===== config.mk =====
export PLATFORM = sky130hd
export DESIGN_NAME = mcpy_engine
export DESIGN_NICKNAME = d
export VERILOG_FILES = /design/src/rtl/mcpy_pkg.sv /design/src/rtl/mcpy_cfg.sv /design/src/rtl/mcpy_crc.sv /design/src/rtl/mcpy_seq.sv /design/src/rtl/mcpy_engine.sv
export SDC_FILE = /design/constraint.sdc
export NUM_CORES = 1
export LEC_CHECK = 0
export ABC_AREA = 1
export BUFFER_PORTS_ARGS = -buffer_cell sky130_fd_sc_hd__buf_2
export CAP_MARGIN = 10
export CELL_PAD_IN_SITES_DETAIL_PLACEMENT = 1
export CELL_PAD_IN_SITES_GLOBAL_PLACEMENT = 1
export CORE_ASPECT_RATIO = 1.5
export CORE_MARGIN = 2
export CORE_UTILIZATION = 38
export DETAILED_ROUTE_END_ITERATION = 12
export PLACE_DENSITY = 0.82
export SETUP_SLACK_MARGIN = 0.02
export SKIP_LAST_GASP = 1
export SYNTH_ARGS = -nofsm -noshare
export SYNTH_HDL_FRONTEND = slang
export SYNTH_SLANG_ARGS = --single-unit

===== constraint.sdc =====
create_clock -name clk -period 1.58 [get_ports clk]
set_input_delay 0.237 -clock clk [delete_from_list [all_inputs] [get_ports clk]]
set_output_delay 0.237 -clock clk [all_outputs]
set_load 0.02 [all_outputs]

===== src/rtl/mcpy_pkg.sv =====
package mcpy_pkg;
    localparam int ADDR_W   = 8;
    localparam int DATA_W   = 8;
    localparam int OFS_W    = 4;
    localparam int CRC_W    = 16;
    localparam int N_CFG    = 3;
    localparam logic [CRC_W-1:0] CRC_POLY = 16'h1021;
    localparam logic [CRC_W-1:0] CRC_INIT = 16'hFFFF;
    localparam logic [OFS_W-1:0] OFS_CSR  = 4'hF;

    typedef logic [ADDR_W-1:0] addr_t;
    typedef logic [DATA_W-1:0] byte_t;
    typedef logic [CRC_W-1:0]  crc_t;

    typedef struct packed {
        addr_t src;
        addr_t dst;
        addr_t len;
    } cfg_t;

    typedef enum logic [3:0] {
        S_IDLE, S_LOAD, S_PRIME, S_RD, S_WR, S_SETTLE, S_WCH, S_WCL, S_FIN
    } seq_state_e;

    function automatic crc_t crc_step(crc_t c, byte_t d);
        crc_t r;
        r = c ^ (crc_t'(d) << (CRC_W - DATA_W));
        for (int b = 0; b < DATA_W; b++)
            r = r[CRC_W-1] ? ((r << 1) ^ CRC_POLY) : (r << 1);
        return r;
    endfunction
endpackage


===== src/rtl/mcpy_cfg.sv =====
module mcpy_cfg
    import mcpy_pkg::*;
(
    input  logic             clk,
    input  logic             rst,
    input  logic             wr,
    input  logic [OFS_W-1:0] addr,
    input  byte_t            wdata,
    input  logic             busy,
    output byte_t            rdata,
    output cfg_t             cfg,
    output logic             start
);
    addr_t regs [N_CFG];

    for (genvar i = 0; i < N_CFG; i++) begin : g_reg
        always_ff @(posedge clk) begin
            if (rst)
                regs[i] <= '0;
            else if (wr && !busy && addr == OFS_W'(i))
                regs[i] <= wdata;
        end
    end

    assign cfg   = '{src: regs[0], dst: regs[1], len: regs[2]};
    assign start = wr && !busy && (addr == OFS_CSR);

    always_comb begin
        rdata = '0;
        if (addr == OFS_CSR)
            rdata = byte_t'(busy);
        else if (addr < OFS_W'(N_CFG))
            rdata = regs[addr[1:0]];
    end

    // configuration holds steady whenever a transfer is running
    a_r8_cfg_frozen: assert property (@(posedge clk) disable iff (rst)
        busy |=> $stable(cfg));
    // a start write raises busy in the next cycle
    a_r3_busy_follows_start: assert property (@(posedge clk) disable iff (rst)
        start |=> busy);
endmodule


===== src/rtl/mcpy_crc.sv =====
module mcpy_crc
    import mcpy_pkg::*;
(
    input  logic  clk,
    input  logic  rst,
    input  logic  clr,
    input  logic  en,
    input  byte_t din,
    output crc_t  crc
);
    always_ff @(posedge clk) begin
        if (rst || clr)
            crc <= CRC_INIT;
        else if (en)
            crc <= crc_step(crc, din);
    end

    // the checksum only moves when a byte is folded in
    a_r5_crc_hold: assert property (@(posedge clk) disable iff (rst)
        (!en && !clr) |=> $stable(crc));
endmodule


===== src/rtl/mcpy_seq.sv =====
module mcpy_seq
    import mcpy_pkg::*;
(
    input  logic  clk,
    input  logic  rst,
    input  logic  start,
    input  cfg_t  cfg,
    input  byte_t mem_rdata,
    input  crc_t  crc,
    output logic  busy,
    output logic  mem_en,
    output logic  mem_we,
    output addr_t mem_addr,
    output byte_t mem_wdata,
    output logic  crc_clr,
    output logic  crc_en
);
    seq_state_e state;
    addr_t      rptr, wptr, remain;

    always_ff @(posedge clk) begin
        if (rst) begin
            state  <= S_IDLE;
            rptr   <= '0;
            wptr   <= '0;
            remain <= '0;
        end else begin
            unique case (state)
                S_IDLE:   if (start) state <= S_LOAD;
                S_LOAD: begin
                    rptr   <= cfg.src;
                    wptr   <= cfg.dst;
                    remain <= cfg.len;
                    state  <= S_PRIME;
                end
                S_PRIME:  state <= (remain == '0) ? S_SETTLE : S_RD;
                S_RD: begin
                    rptr  <= rptr + 1'b1;
                    state <= S_WR;
                end
                S_WR: begin
                    wptr   <= wptr + 1'b1;
                    remain <= remain - 1'b1;
                    state  <= (remain == addr_t'(1)) ? S_SETTLE : S_RD;
                end
                S_SETTLE: state <= S_WCH;
                S_WCH: begin
                    wptr  <= wptr + 1'b1;
                    state <= S_WCL;
                end
                S_WCL:    state <= S_FIN;
                S_FIN:    state <= S_IDLE;
                default:  state <= S_IDLE;
            endcase
        end
    end

    always_comb begin
        busy      = (state != S_IDLE);
        mem_en    = 1'b0;
        mem_we    = 1'b0;
        mem_addr  = wptr;
        mem_wdata = mem_rdata;
        crc_clr   = (state == S_LOAD);
        crc_en    = (state == S_WR);
        unique case (state)
            S_RD:  begin mem_en = 1'b1; mem_addr = rptr; end
            S_WR:  begin mem_en = 1'b1; mem_we = 1'b1; end
            S_WCH: begin mem_en = 1'b1; mem_we = 1'b1; mem_wdata = crc[CRC_W-1 -: DATA_W]; end
            S_WCL: begin mem_en = 1'b1; mem_we = 1'b1; mem_wdata = crc[DATA_W-1:0]; end
            default: ;
        endcase
    end

    // no memory traffic while idle
    a_r9_quiet_idle: assert property (@(posedge clk) disable iff (rst)
        !busy |-> !mem_en);
    // every copy read is followed at once by a write
    a_r4_read_then_write: assert property (@(posedge clk) disable iff (rst)
        (mem_en && !mem_we) |=> (mem_en && mem_we));
    // the low trailer byte follows directly after the high trailer byte
    a_r6_trailer_order: assert property (@(posedge clk) disable iff (rst)
        (state == S_WCH) |=> (state == S_WCL && mem_addr == $past(mem_addr) + 1'b1));
    // all bytes consumed before the trailer starts
    a_r7_count_spent: assert property (@(posedge clk) disable iff (rst)
        (state == S_SETTLE) |-> (remain == '0));
endmodule


===== src/rtl/mcpy_engine.sv =====
module mcpy_engine
    import mcpy_pkg::*;
(
    input  logic       clk,
    input  logic       rst,
    input  logic       cfg_wr,
    input  logic [3:0] cfg_addr,
    input  logic [7:0] cfg_wdata,
    output logic [7:0] cfg_rdata,
    output logic       busy,
    output logic       mem_en,
    output logic       mem_we,
    output logic [7:0] mem_addr,
    output logic [7:0] mem_wdata,
    input  logic [7:0] mem_rdata
);
    cfg_t cfg;
    logic start, crc_clr, crc_en;
    crc_t crc;

    mcpy_cfg u_cfg (
        .clk(clk), .rst(rst), .wr(cfg_wr), .addr(cfg_addr), .wdata(cfg_wdata),
        .busy(busy), .rdata(cfg_rdata), .cfg(cfg), .start(start)
    );

    mcpy_crc u_crc (
        .clk(clk), .rst(rst), .clr(crc_clr), .en(crc_en), .din(mem_rdata), .crc(crc)
    );

    mcpy_seq u_seq (
        .clk(clk), .rst(rst), .start(start), .cfg(cfg), .mem_rdata(mem_rdata),
        .crc(crc), .busy(busy), .mem_en(mem_en), .mem_we(mem_we),
        .mem_addr(mem_addr), .mem_wdata(mem_wdata), .crc_clr(crc_clr), .crc_en(crc_en)
    );
endmodule


# After elaboration in Yosys (flattened, before gate mapping)
# Memories as Yosys holds them, arrays and structs flattened.
# Index checks and enable logic that the tools add are counted.
dict set report word_totals {
  memories 1
  in_bits 23
  register_bits 44
  ramBits 24
}
# memory words word_bits rd rd_clocked_by_memory_dff write_ports line
set memory_table {}
lappend memory_table {u_cfg.regs 3 8 4 0 3 mcpy_cfg.sv:14} ;# addr_t regs [N_CFG];
dict set report op_classes {
  n_eq_ne 12
  reduce_logical 17
  bitwise_logic 12
  n_lt_le_gt_ge 1
  add_sub_neg 3
  mux 35
}
# cell n
set ops {}
lappend ops {{$mux 13} 8}
lappend ops {{$pmux 8 s2} 4}
lappend ops {{$mux 8} 6}
lappend ops {{$pmux 4 s8} 1}
lappend ops {{$not 3->3} 8}
lappend ops {{$add 8x1->8 const B} 2}
lappend ops {{$eq 4x3->1 const B} 4}
lappend ops {{$xor 16x16->16} 1}
lappend ops {{$mux 1} 13}
lappend ops {{$eq 4x2->1 const B} 3}
lappend ops {{$eq 4x1->1 const B} 2}
lappend ops {{$eq 8x1->1 const B} 1}
lappend ops {{$logic_not 4->1} 2}
lappend ops {{$logic_not 8->1} 1}
lappend ops {{$sub 8x1->8 const B} 1}
lappend ops {{$mux 3} 2}
lappend ops {{$reduce_bool 2->1} 3}
lappend ops {{$logic_and 1x1->1} 5}
lappend ops {{$eq 4x4->1 const B} 1}
lappend ops {{$lt 4x2->1 const B} 1}
lappend ops {{$mux 4} 1}
lappend ops {{$reduce_bool 4->1} 1}
lappend ops {{$reduce_or 4->1} 1}
lappend ops {{$or 1x1->1} 3}
lappend ops {{other kinds (5)} 5}

# Longest topological paths before layout
dict set report depth {
  ltp_word 17
  ltp_mapped 9
}

# Modules after synthesis
# From an unflattened synthesis, not the netlist that was laid out.
dict set report hier_totals {
  hier_cells 635
  area_unflattened_um2 4229.1
}
# mod cells_per_inst instances area_per_inst_um2
set modules_own_cells {}
lappend modules_own_cells {mcpy_seq 324 1 1951.9}
lappend modules_own_cells {mcpy_cfg 134 1 1241.2}
lappend modules_own_cells {mcpy_crc 177 1 1036.0}

# Worst setup path after synthesis
# OpenSTA, ideal clock, no wires.
dict set report synth_timing {
  kind {reg2out}
  start {reg u_seq.state[2]}
  end {out mem_addr[1]}
  path_stages_with_launch 6
  slack_ns -0.067
  t_arrival_ns 1.410
  n_path_buf 0
  cell_sequence {dfxtp_1 > nor2_2 > nand2_1 > inv_2 > nand2_1 > o21ai_0}
}
dict set report synth_between {
  elab_chain_len 2
}
# item line
set synth_lines {}
lappend synth_lines {{start, declared} mcpy_seq.sv:18} ;# seq_state_e state;
lappend synth_lines {{start signal, assigned} mcpy_seq.sv:36} ;# S_PRIME: state <= (remain == '0) ? S_SETTLE : S_RD;
lappend synth_lines {{start signal, assigned} mcpy_seq.sv:44} ;# state <= (remain == addr_t'(1)) ? S_SETTLE : S_RD;
lappend synth_lines {{$eq 4x2->1} mcpy_seq.sv:66} ;# unique case (state)
lappend synth_lines {{$mux 8} mcpy_seq.sv:66}
lappend synth_lines {{end, declared} mcpy_engine.sv:13} ;# output logic [7:0] mem_addr,
# No other way between the ends.

# Worst setup path in the final report
dict set report layout_timing {
  start {reg u_seq.state[3]}
  end {out mem_wdata[2]}
}
dict set report layout_between {
  elab_chain_len 2
}
# item line
set layout_lines {}
lappend layout_lines {{$eq 4x3->1} mcpy_seq.sv:66}
lappend layout_lines {{$pmux 8 s2 *} mcpy_seq.sv:66}
lappend layout_lines {{end, declared} mcpy_engine.sv:14} ;# output logic [7:0] mem_wdata,
# Mark *: on every way between the ends. The rest lies on a longest branch, timed or not.

==> flow_summary.ini <==
[worst_setup_path]
cp-start-kind = flop
crit_fanout = 7
crit_slowest_cell = dfxtp_2
max_stage_delay_ns = 0.34
critical_path.endpoint_type = primary output
arrival_ns = 1.65
crit_required_ns = 1.34
critPathKind = reg2out
cp_cell_sequence = inv_2 -> nand2_4 -> nor2_4 -> buf_6 -> clkinvlp_4 -> nand2_2 -> o211ai_1 -> buf_4

[sta]
tns_ns = -5.12
setup_violations = 55
hold_violations = 0
slew_viol_final = 0
grt_setup_unrepaired = yes
fin_skew_ns = 0.0117
finalWorstSetupSlack_ns = -0.312
fin_crit_sh = 1.20
min_period_ns = 1.89
tightest_slew_ns = 1.01
fmax_ghz = 0.529
slew_headroom = 0.329

[finish]
layoutNonFillerInstCount = 825
n_antenna_cell = 0
area.growth.synth_to_final_pct = 42.3
fin_area_sq_um = 5670
fill_cells = 1250
multi_input_area_sq_um = 2310
layout.nets = 707
regArea_sq_um = 1610
layout-drive-gt1-share = 0.307

[power_and_ir_drop]
finalPower_w = 0.00825
p_int_w = 0.00478
power.switching_w = 0.00347
peakVddDrop_v = 0.000774
p_leak_nw = 2.55
netSwitchingFraction = 0.421
p_comb_frac = 0.444
clkPwrFrac = 0.250
pwr-share-seq = 0.307
power_density_nw_per_um2 = 1460

[placement]
numPortBuffers = 49
dp_hpwl_mm = 10.4
pre_cts_slack_ns = -0.231
place_inst = 788
postPlaceCellArea_sq_um = 4670
place_congestion = 0.895

[logic_synthesis]
yosys.area.top_type = dfxtp_1
synth_warnings = 0
synth_common_cells = nand2_1 (127), inv_1 (89), nor2_1 (73)
ys_types = 33
synth-edff-count = 24
ys.flop_type = dfxtp_1
synth_area_sq_um = 3980
synthMostInstantiatedCell = nand2_1
avgSynthCellArea_sq_um = 6.96
synth_area_leaders = dfxtp_1 (22%), edfxtp_1 (18%), nand2_1 (12%), inv_1 (8.4%), nor2_1 (6.9%)
synthDominantCellAreaShare = 0.221
syn_nets = 600
ys_ff_latch = 68
syn_inst = 572
synth-seq-area-share = 0.402
ys_async_sr_fraction = 0

[grt]
overflow = 0
grt_usage = 0.253
antenna_found_initial = 0
grt_max_degree = 17
grt_pass1_wl_mm = 22.0
grt_pass1_vias = 4446

[floorplan]
boundaryPins = 50
die_x_microns = 87.6
dieArea_sq_um = 11300
dieHeight_microns = 129
core.rowCount = 45
initial_core_util = 0.391
core_sq_um = 10200

[routing]
vias_per_cell = 5.51
drc = 0
wl_mm = 16.6
vias = 4546
wl_per_cell_microns = 20.1
drt_iter0_drc = 277
firstDrtPassIters = 7
antenna_left = 0

[cts]
cts_made_buffers = 9
clk_latency_ns = 0.35
cts_root_buffer = clkbuf_16
cts_sinks = 68
cts_buffer_depth = 2
htreeDepth = 3
clk_pin_slew_ns = 0.07
cts_tree = built

[flow_run]
drv_cap = 0

[run_status]
violations = setup timing
status = complete, but fails checks

[min_path]
hold_class = in2reg
registers in the layout, indices dropped and copies added (netlist names):
name / flops
u_cfg.regs: 24
u_crc.crc: 16
u_seq.remain: 8
u_seq.rptr: 8
u_seq.wptr: 8
u_seq.state: 4
area by class of cell:
type	count	share of cell area
multi-input combinational	399	0.408
clock inverter	5	0.00950
inverter	92	0.0640
timing repair buffer	109	0.162
clock buffer	11	0.0411
sequential	68	0.284
tap	141	0.0311
placed cells by master (no fill, tap or decap), drive strengths merged:
cell      count
nand2       130
buf         108
inv          90
nor2         78
o21ai        46
dfxtp        44
nand3        42
a21oi        39
edfxtp       24
clkbuf       12
o211ai       10
xnor2         9
o22ai         8
xor2          7
ha            5
nor3          5
or2           5
o221ai        4
clkinv        4
a31oi         3
nand4         3
clkinvlp      2
o21a          2
o21bai        1
nand3b        1
a211oi        1
bufinv        1
path summary, 6_finish.rpt:
kind	startpoint	to	slack, ns	cells past startpoint
max	u_seq.state[3]$_SDFFE_PP0P_	mem_wdata[2]	-0.31	8
min	cfg_wdata[4]	u_cfg.regs[1][4]$_SDFFCE_PN0P_	0.26	3
max reg2reg	u_seq.state[2]$_SDFFE_PP0P_	u_cfg.regs[0][3]$_SDFFCE_PN0P_	-0.06	7
min reg2reg	u_seq.state[0]$_SDFFE_PP0P_	u_seq.state[0]$_SDFFE_PP0P_	0.45	1
metal layers:
| layer | GRT usage | vias to the layer above | wire length [microns] |
|---|---|---|---|
| li1 | - | 2071 | - |
| met1 | 0.288 | 2222 | 6060 |
| met2 | 0.460 | 189 | 8830 |
| met3 | 0.0389 | 64 | 902 |
| met4 | 0.110 | 0 | 774 |
| met5 | 0 | - | 0 |
power by group through the flow:
| stage | registers [W] | logic, W | clock network (W) |
|---|---|---|---|
| 2_1_floorplan | 0.00241 | 0.00192 | 0 |
| 3_3_place_gp | 0.00249 | 0.00280 | 0 |
| 3_5_place_dp | 0.00251 | 0.00292 | 0 |
| 4_1_cts | 0.00248 | 0.00305 | 0.00202 |
| 5_1_grt | 0.00257 | 0.00396 | 0.00212 |
| 6_report | 0.00253 | 0.00366 | 0.00206 |
metrics by stage:
stage | util | hold slack (ns)
global route | 0.556 | 0.297
floorplan | - | 0.382
finish | 0.556 | 0.261
CTS | 0.502 | 0.246
global placement | 0.459 | 0.453
detailed placement | 0.459 | 0.459
worst max-delay path, delay by kind of cell (launching register included):
family,cells,cell delay (ns)
AND/OR/NAND/NOR,3,0.27
buffers and inverters,4,0.57
flip-flops,1,0.34
AO/OA/AOI/OAI,1,0.13
repair_timing:
item	in CTS	in global routing
pin swaps	6	20
hold buffers	0	0
resized for setup	44	123
endpoints found under the hold margin	0	0
setup endpoints to repair	72	104
cloned	0	1
setup buffers	4	16
logic make-up after synthesis:
kind of cell | after synthesis | synth area share
buffers and inverters | 105 | 0.102
and+or+nand+nor | 264 | 0.285
AOI/OAI and AO/OA | 114 | 0.159
adders and majority gates | 5 | 0.0157
xor gates and xnor gates | 16 | 0.0352
DFF | 68 | 0.402
No activity file was read; power rests on OpenSTA's default activity.
